--- config.mk ---
export PLATFORM = sky130hd
export DESIGN_NAME = cfgk_key_port
export DESIGN_NICKNAME = d
export VERILOG_FILES = /design/src/rtl/cfgk_pkg.sv /design/src/rtl/cfgk_key_fsm.sv /design/src/rtl/cfgk_global_regs.sv /design/src/rtl/cfgk_dev_bank.sv /design/src/rtl/cfgk_key_port.sv
export SDC_FILE = /design/constraint.sdc
export NUM_CORES = 1
export LEC_CHECK = 0
export ABC_AREA = 0
export BUFFER_PORTS_ARGS = -buffer_cell sky130_fd_sc_hd__clkbuf_2
export CAP_MARGIN = 20
export CORE_MARGIN = 1.5
export CORE_UTILIZATION = 46
export CTS_BUF_LIST = sky130_fd_sc_hd__clkbuf_4 sky130_fd_sc_hd__clkbuf_8 sky130_fd_sc_hd__clkbuf_16
export CTS_CLUSTER_SIZE = 28
export DETAILED_ROUTE_END_ITERATION = 16
export GPL_TIMING_DRIVEN = 0
export PLACE_DENSITY = 0.68
export SKIP_CTS_REPAIR_TIMING = 1
export SYNTH_ARGS = -nofsm -noshare
export SYNTH_HDL_FRONTEND = slang
export SYNTH_SLANG_ARGS = --single-unit
--- constraint.sdc ---
create_clock -name clk -period 2.8 [get_ports clk]
set_clock_uncertainty 0.15 [all_clocks]
set_input_delay 0.14 -clock clk [delete_from_list [all_inputs] [get_ports clk]]
set_output_delay 0.14 -clock clk [all_outputs]
set_load 0.02 [all_outputs]
--- src/rtl/cfgk_pkg.sv ---
package cfgk_pkg;

    typedef enum logic [1:0] {
        KS_SHUT = 2'd0,
        KS_HALF = 2'd1,
        KS_OPEN = 2'd2
    } key_state_t;

    localparam logic [7:0] KEY_ENTER = 8'h83;
    localparam logic [7:0] KEY_LEAVE = 8'hAA;
    localparam logic [7:0] RD_IDLE   = 8'hFF;

    localparam logic [9:0] PAIR_LO = 10'h02E;
    localparam logic [9:0] PAIR_HI = 10'h04E;

    localparam logic [7:0] IX_SWRST  = 8'h02;
    localparam logic [7:0] IX_LDN    = 8'h07;
    localparam logic [7:0] IX_ID_HI  = 8'h20;
    localparam logic [7:0] IX_ID_LO  = 8'h21;
    localparam logic [7:0] IX_PWR    = 8'h22;
    localparam logic [7:0] IX_PME    = 8'h23;
    localparam logic [7:0] IX_STS    = 8'h24;
    localparam logic [7:0] IX_GOPT   = 8'h26;
    localparam logic [7:0] IX_BANK0  = 8'h30;
    localparam logic [7:0] IX_BASE_H = 8'h60;
    localparam logic [7:0] IX_BASE_L = 8'h61;
    localparam logic [7:0] IX_IRQ    = 8'h70;
    localparam logic [7:0] IX_DOPT   = 8'hF0;

    localparam logic [7:0] ID_HI_VAL = 8'h71;
    localparam logic [7:0] ID_LO_VAL = 8'h20;

    typedef struct packed {
        logic        act;
        logic [15:0] base;
        logic [3:0]  irq;
        logic [7:0]  opt;
    } dev_cfg_t;

    function automatic logic [9:0] index_port(input logic hi);
        return hi ? PAIR_HI : PAIR_LO;
    endfunction

    function automatic logic is_global(input logic [7:0] ix);
        return ix < IX_BANK0;
    endfunction

endpackage

--- src/rtl/cfgk_key_fsm.sv ---
module cfgk_key_fsm
    import cfgk_pkg::*;
(
    input  logic       clk,
    input  logic       rst,
    input  logic       wr_any,
    input  logic       hit_index,
    input  logic [7:0] wdata,
    output logic       open_o
);
    key_state_t state_q;

    always_ff @(posedge clk) begin
        if (rst) begin
            state_q <= KS_SHUT;
        end else begin
            case (state_q)
                KS_SHUT: if (wr_any && hit_index && wdata == KEY_ENTER) state_q <= KS_HALF;
                KS_HALF: if (wr_any) state_q <= (hit_index && wdata == KEY_ENTER) ? KS_OPEN : KS_SHUT;
                KS_OPEN: if (wr_any && hit_index && wdata == KEY_LEAVE) state_q <= KS_SHUT;
                default: state_q <= KS_SHUT;
            endcase
        end
    end

    assign open_o = (state_q == KS_OPEN);
endmodule

--- src/rtl/cfgk_global_regs.sv ---
module cfgk_global_regs
    import cfgk_pkg::*;
(
    input  logic       clk,
    input  logic       rst,
    input  logic       wr_en,
    input  logic [7:0] index,
    input  logic [7:0] wdata,
    output logic [7:0] ldn_q,
    output logic [2:0] pwr_q,
    output logic [3:0] pme_q,
    output logic [2:0] sts_q,
    output logic       port_hi_q,
    output logic       lock_q,
    output logic       swrst_q,
    output logic [7:0] rdata
);
    always_ff @(posedge clk) begin
        if (rst) begin
            ldn_q     <= '0;
            pwr_q     <= 3'b100;
            pme_q     <= '0;
            sts_q     <= '0;
            port_hi_q <= 1'b0;
            lock_q    <= 1'b0;
            swrst_q   <= 1'b0;
        end else begin
            swrst_q <= wr_en && (index == IX_SWRST) && wdata[0];
            if (wr_en) begin
                case (index)
                    IX_LDN:  ldn_q <= wdata;
                    IX_PWR:  pwr_q <= wdata[7:5];
                    IX_PME:  pme_q <= wdata[7:4];
                    IX_STS:  sts_q <= wdata[6:4];
                    IX_GOPT: begin
                        port_hi_q <= wdata[6];
                        lock_q    <= wdata[5];
                    end
                    default: ;
                endcase
            end
        end
    end

    always_comb begin
        case (index)
            IX_LDN:   rdata = ldn_q;
            IX_ID_HI: rdata = ID_HI_VAL;
            IX_ID_LO: rdata = ID_LO_VAL;
            IX_PWR:   rdata = {pwr_q, 5'b0};
            IX_PME:   rdata = {pme_q, 4'b0};
            IX_STS:   rdata = {1'b0, sts_q, 4'b0};
            IX_GOPT:  rdata = {1'b0, port_hi_q, lock_q, 5'b0};
            default:  rdata = RD_IDLE;
        endcase
    end
endmodule

--- src/rtl/cfgk_dev_bank.sv ---
module cfgk_dev_bank
    import cfgk_pkg::*;
(
    input  logic       clk,
    input  logic       rst,
    input  logic       wr_en,
    input  logic [7:0] index,
    input  logic [7:0] wdata,
    output dev_cfg_t   cfg_q,
    output logic [7:0] rdata
);
    always_ff @(posedge clk) begin
        if (rst) begin
            cfg_q <= '0;
        end else if (wr_en) begin
            case (index)
                IX_BANK0:  cfg_q.act        <= wdata[0];
                IX_BASE_H: cfg_q.base[15:8] <= wdata;
                IX_BASE_L: cfg_q.base[7:0]  <= wdata;
                IX_IRQ:    cfg_q.irq        <= wdata[3:0];
                IX_DOPT:   cfg_q.opt        <= wdata;
                default: ;
            endcase
        end
    end

    always_comb begin
        case (index)
            IX_BANK0:  rdata = {7'b0, cfg_q.act};
            IX_BASE_H: rdata = cfg_q.base[15:8];
            IX_BASE_L: rdata = cfg_q.base[7:0];
            IX_IRQ:    rdata = {4'b0, cfg_q.irq};
            IX_DOPT:   rdata = cfg_q.opt;
            default:   rdata = RD_IDLE;
        endcase
    end
endmodule

--- src/rtl/cfgk_key_port.sv ---
module cfgk_key_port
    import cfgk_pkg::*;
#(
    parameter int NUM_LDEV = 4,
    parameter int ADDR_W   = 10
) (
    input  logic                   clk,
    input  logic                   rst,
    input  logic [ADDR_W-1:0]      io_addr,
    input  logic                   io_wr,
    input  logic                   io_rd,
    input  logic [7:0]             io_wdata,
    output logic [7:0]             io_rdata,
    output logic                   cfg_mode_o,
    output logic [7:0]             ldn_o,
    output logic [2:0]             pwr_en_o,
    output logic [3:0]             pme_en_o,
    output logic [2:0]             pme_sts_o,
    output logic                   port_hi_o,
    output logic                   lock_o,
    output logic                   soft_rst_o,
    output logic [NUM_LDEV-1:0]    dev_active_o,
    output logic [NUM_LDEV*16-1:0] dev_base_o,
    output logic [NUM_LDEV*4-1:0]  dev_irq_o,
    output logic [NUM_LDEV*8-1:0]  dev_opt_o
);
    localparam logic [ADDR_W-1:0] A_LO_IX = ADDR_W'(PAIR_LO);
    localparam logic [ADDR_W-1:0] A_HI_IX = ADDR_W'(PAIR_HI);

    logic [ADDR_W-1:0] ix_addr, dat_addr;
    logic              hit_index, hit_data;
    logic              open_w;
    logic [7:0]        index_q;
    logic              data_wr;
    logic [7:0]        glob_rd;
    logic [7:0]        bank_rd;
    logic [7:0]        sel_rd;
    logic [7:0]        dev_rd [NUM_LDEV];
    dev_cfg_t          dev_cfg [NUM_LDEV];

    assign ix_addr   = port_hi_o ? A_HI_IX : A_LO_IX;
    assign dat_addr  = ix_addr + ADDR_W'(1);
    assign hit_index = (io_addr == ix_addr);
    assign hit_data  = (io_addr == dat_addr);

    cfgk_key_fsm key_i (
        .clk       (clk),
        .rst       (rst),
        .wr_any    (io_wr),
        .hit_index (hit_index),
        .wdata     (io_wdata),
        .open_o    (open_w)
    );
    assign cfg_mode_o = open_w;

    always_ff @(posedge clk) begin
        if (rst)
            index_q <= '0;
        else if (open_w && io_wr && hit_index && io_wdata != KEY_LEAVE)
            index_q <= io_wdata;
    end

    assign data_wr = open_w && io_wr && hit_data && (!lock_o || index_q == IX_GOPT);

    cfgk_global_regs glob_i (
        .clk       (clk),
        .rst       (rst),
        .wr_en     (data_wr && is_global(index_q)),
        .index     (index_q),
        .wdata     (io_wdata),
        .ldn_q     (ldn_o),
        .pwr_q     (pwr_en_o),
        .pme_q     (pme_en_o),
        .sts_q     (pme_sts_o),
        .port_hi_q (port_hi_o),
        .lock_q    (lock_o),
        .swrst_q   (soft_rst_o),
        .rdata     (glob_rd)
    );

    for (genvar d = 0; d < NUM_LDEV; d++) begin : g_bank
        cfgk_dev_bank bank_i (
            .clk   (clk),
            .rst   (rst),
            .wr_en (data_wr && !is_global(index_q) && ldn_o == 8'(d)),
            .index (index_q),
            .wdata (io_wdata),
            .cfg_q (dev_cfg[d]),
            .rdata (dev_rd[d])
        );
        assign dev_active_o[d]        = dev_cfg[d].act;
        assign dev_base_o[d*16 +: 16] = dev_cfg[d].base;
        assign dev_irq_o[d*4 +: 4]    = dev_cfg[d].irq;
        assign dev_opt_o[d*8 +: 8]    = dev_cfg[d].opt;
    end

    always_comb begin
        bank_rd = RD_IDLE;
        for (int d = 0; d < NUM_LDEV; d++)
            if (ldn_o == 8'(d)) bank_rd = dev_rd[d];
    end

    assign sel_rd   = is_global(index_q) ? glob_rd : bank_rd;
    assign io_rdata = (io_rd && open_w && hit_data) ? sel_rd : RD_IDLE;
endmodule

==> metrics.md <==
| Metric | Value |
|---|---|
| Status | `finished with violations` |
| Failing checks | `negative hold slack, negative setup slack` |
| Fin. Hold Viols | `1` |
| Largest net degree at the start of global routing | `17` |
| I/O Buffers | `about 160` |
| Proportion of synthesized area in mux cells | `8.02%` |
| CP Class | `register to output port` |
| Synth Area in XOR/XNOR | `0%` |
| Sw frac | `24.4%` |
| Net count after synthesis | `about 940` |
| Max cap viols | `0` |
| All-Layer GR Usage | `about a third` |
| Seq cells post-synth | `roughly 150` |
| Sequential fraction of design power | `approximately half` |
| Main synth FF type | `dfxtp_1` |
| WP data required | `2.51 ns` |
| Fin cells | `about 1300` |
| Fill cell count | `roughly 1400` |
| Synth unique cells | `between 40 and 50` |
| Die height | `between 100 and 150 um` |
| Final Critical Period | `3.36 ns` |
| Clk_lat worst skew | `approximately 0.43 ns` |
| H-tree levels | `4` |
| Clk network pwr share | `approximately half` |
| Worst Tran Pin Value | `between 1 and 1.5 ns` |
| Comb pwr share | `3.3%` |
| Footprint of the multi-input gates | `just over 0.004 sq mm` |
| Rows | `45` |
| Cts bufs inserted | `17` |
| TritonCTS clock tree | `done` |
| 1st-pass router iterations | `6` |
| Compound-Gate Fraction of Synth Area | `between 15 and 20%` |
| CORE AREA | `~0.015 sq mm` |
| Vias in the first global route | `6924` |
| Tcrit/Tclk final | `120%` |
| Main combinational cell family by area after synthesis | `simple AND/OR/NAND/NOR gates` |
| Final setup TNS | `-3.50 ns` |
| Max Slew Vio Count | `0` |
| Reg area | `0.00295 sq mm` |
| Post-DP HPWL | `19300 um` |
| Endpoint class of the critical path | `output port` |
| Via count | `~8000` |
| Final GP Congestion | `0.975` |
| Worst rel slew slack | `between 30% and 40%` |
| Switching power total | `about 0.0011 W` |
| Drt drc | `0` |
| Area growth from synthesis to final layout | `34.3%` |
| Drt wl/cell | `21.1 um` |
| Gate Count Post-Synth | `a little over 900` |
| Mapped cell area | `about 0.0070 sq mm` |
| Synth top area share | `41.8%` |
| Critical Path Source Type | `register` |
| Vias per Instance | `between 6 and 7` |
| Ant. Diodes | `0` |
| Synth top area cells | `dfxtp_1 42%, nand2_1 14%, a21oi_1 9.2%, mux2i_1 7.5%, nor2_1 2.7%` |
| Post-Route WL | `28100 um` |
| Yosys warnings | `0` |
| Asr flop ratio synth | `0%` |
| Final #Nets | `about 1200` |
| Internal | `between 0.003 and 0.004 W` |
| Layout cells sized above 1 | `~28%` |
| Fmax | `about 0.3 GHz` |
| Worst min path class | `primary input to register` |
| Clock Tree Buf Depth | `2` |
| R2r setup slk | `approximately 0.03 ns` |
| Post-route setup slack | `-0.558 ns` |
| Die width | `approximately 130 um` |
| Cell total after placement | `roughly 1300` |
| Starting DRT DRC Count | `1028` |
| Post-synthesis adder-cell area fraction | `0%` |
| Hold WS | `-0.00161 ns` |
| Max FO, Critical Path | `5` |
| Routed Antenna Nets | `0` |
| Simple-gate share of the synthesized area | `between 20% and 30%` |
| Leakage | `between 3 and 4 nW` |
| Total power | `roughly 0.0043 W` |
| VDD IR-drop max | `between 400 and 500 uV` |
| RSZ-0062 raised after global routing | `true` |
| Final setup fails | `8` |
| Sink Count | `around 150` |
| Arrival time worst endpoint | `between 3 and 4 ns` |
| Global-route wire length before repair | `approximately 40000 um` |
| Clk slew on worst S/H paths | `0.06 ns` |
| Post-synthesis sequential area ratio | `approximately two fifths` |
| Clock root buffer master | `clkbuf_16` |
| IO Count | `168` |
| Cell taking the most area after synthesis | `dfxtp_1` |
| Syn Area/Cell | `between 7 and 8 sq um` |
| GR Overflow Total | `0` |
| Power Density | `roughly 460 mW/mm^2` |
| Starting density of the core | `approximately 47%` |
| Post-synth EDFFs | `0` |
| Initial antenna violation count | `0` |
| Die Area | `approximately 0.016 sq mm` |
==> flip-flops by register name, summed over array words and instances, names as in the netlist <==
signal               cells
g_bank.bank_i.cfg_q    116
glob_i.ldn_q             8
index_q                  8
glob_i.pme_q             4
glob_i.pwr_q             3
glob_i.sts_q             3
key_i.state_q            2
glob_i.lock_q            1
glob_i.port_hi_q         1
glob_i.swrst_q           1
==> power by group through the flow <==
stage / Sequential, W / Combinational [W] / Clock [W]
after floorplan: 0.00214 / 0.0000637 / 0
after CTS: 0.00209 / 0.000132 / 0.00207
after global routing: 0.00209 / 0.000147 / 0.00217
after detailed placement: 0.00214 / 0.000132 / 0
final: 0.00209 / 0.000143 / 0.00208
after global placement: 0.00214 / 0.000132 / 0
==> cell usage after synthesis, types with 4 or more instances <==
cell	number
buf_6	5
nand4_1	6
buf_2	25
inv_1	7
nor4_1	6
nand2_1	263
a22oi_1	13
and2_1	12
a21oi_1	130
buf_1	4
a31oi_1	10
dfxtp_1	147
nor3_1	9
clkbuf_1	45
mux2i_1	53
a211oi_1	13
nand3_1	30
or4_1	6
nor2_1	50
o22ai_1	5
a221oi_1	8
nor4b_1	7
o21ai_0	16
nor3b_1	5
==> area by class of cell <==
| type | instances | share of cell area, % |
|---|---|---|
| Sequential cell | 147 | 31.2 |
| Tap cell | 188 | 2.49 |
| Clock inverter | 14 | 0.954 |
| Clock buffer | 18 | 4.65 |
| Buffer | 78 | 4.87 |
| Inverter | 7 | 0.278 |
| Timing Repair Buffer | 195 | 12.1 |
| Multi-Input combinational cell | 684 | 43.4 |
==> placed cells by master, fill, tap and decap left out, types with 5 or more instances in the layout <==
master      instances
clkbuf_2          156
clkinv_2            7
nand2_1           261
o22ai_1             5
nor4_4              8
or4_4               7
o21ai_0            10
nand3_1            29
buf_4              31
a31oi_4             5
nor4b_1             5
dfxtp_1           144
clkinvlp_4          5
a221oi_1            5
a22oi_1            13
a21oi_1           130
and2_1             12
nor3_1              9
clkbuf_1           41
nand4_1             6
inv_1               7
mux2i_1            53
a211oi_1            8
a31oi_1             5
nor2_1             49
buf_6              15
buf_2              15
clkbuf_16          18
==> final timing paths <==
path,start,end,depth (start not counted)
worst max-delay path,index_q[0],io_rdata[1],9
worst min register to register,key_i.state_q[1],key_i.state_q[0],1
worst min-delay path,io_wdata[5],key_i.state_q[1],6
worst max register to register,index_q[0],g_bank[2].bank_i.cfg_q[11],9
==> metal layers <==
layer,up-vias,wire (um),track usage (%)
met5,-,0,0
met4,0,1160,15.0
met3,96,3190,9.24
met2,560,12400,49.7
met1,3777,11300,44.8
li1,3592,-,-
==> through the flow <==
| step | area (sq um) | setup WS [ns] | util (%) |
|---|---|---|---|
| after detailed placement | 8080 | -0.624 | 53.5 |
| final | 9450 | -0.558 | 62.6 |
| after CTS | 8600 | -1.10 | 57.0 |
| after global routing | 9450 | -0.590 | 62.6 |
| after global placement | 8080 | -0.616 | 53.5 |
| after floorplan | 7030 | 0.0732 | - |
==> worst max-delay path: stages, from the launching register on <==
cell and delay, ns:
dfxtp_2 0.32, buf_6 0.12, or4_4 0.54, nor4_4 0.34, buf_6 0.18, buf_6 0.14
a221oi_4 0.06, or4_4 0.56, a31oi_4 0.23, buf_6 0.14
==> cells by family after synthesis <==
logic type	count (synthesis)
AOI/OAI and AO/OA	209
buffers and inverters	86
DFF	147
muxes	56
and+or+nand+nor	419
(Power assumes the default switching activity.)
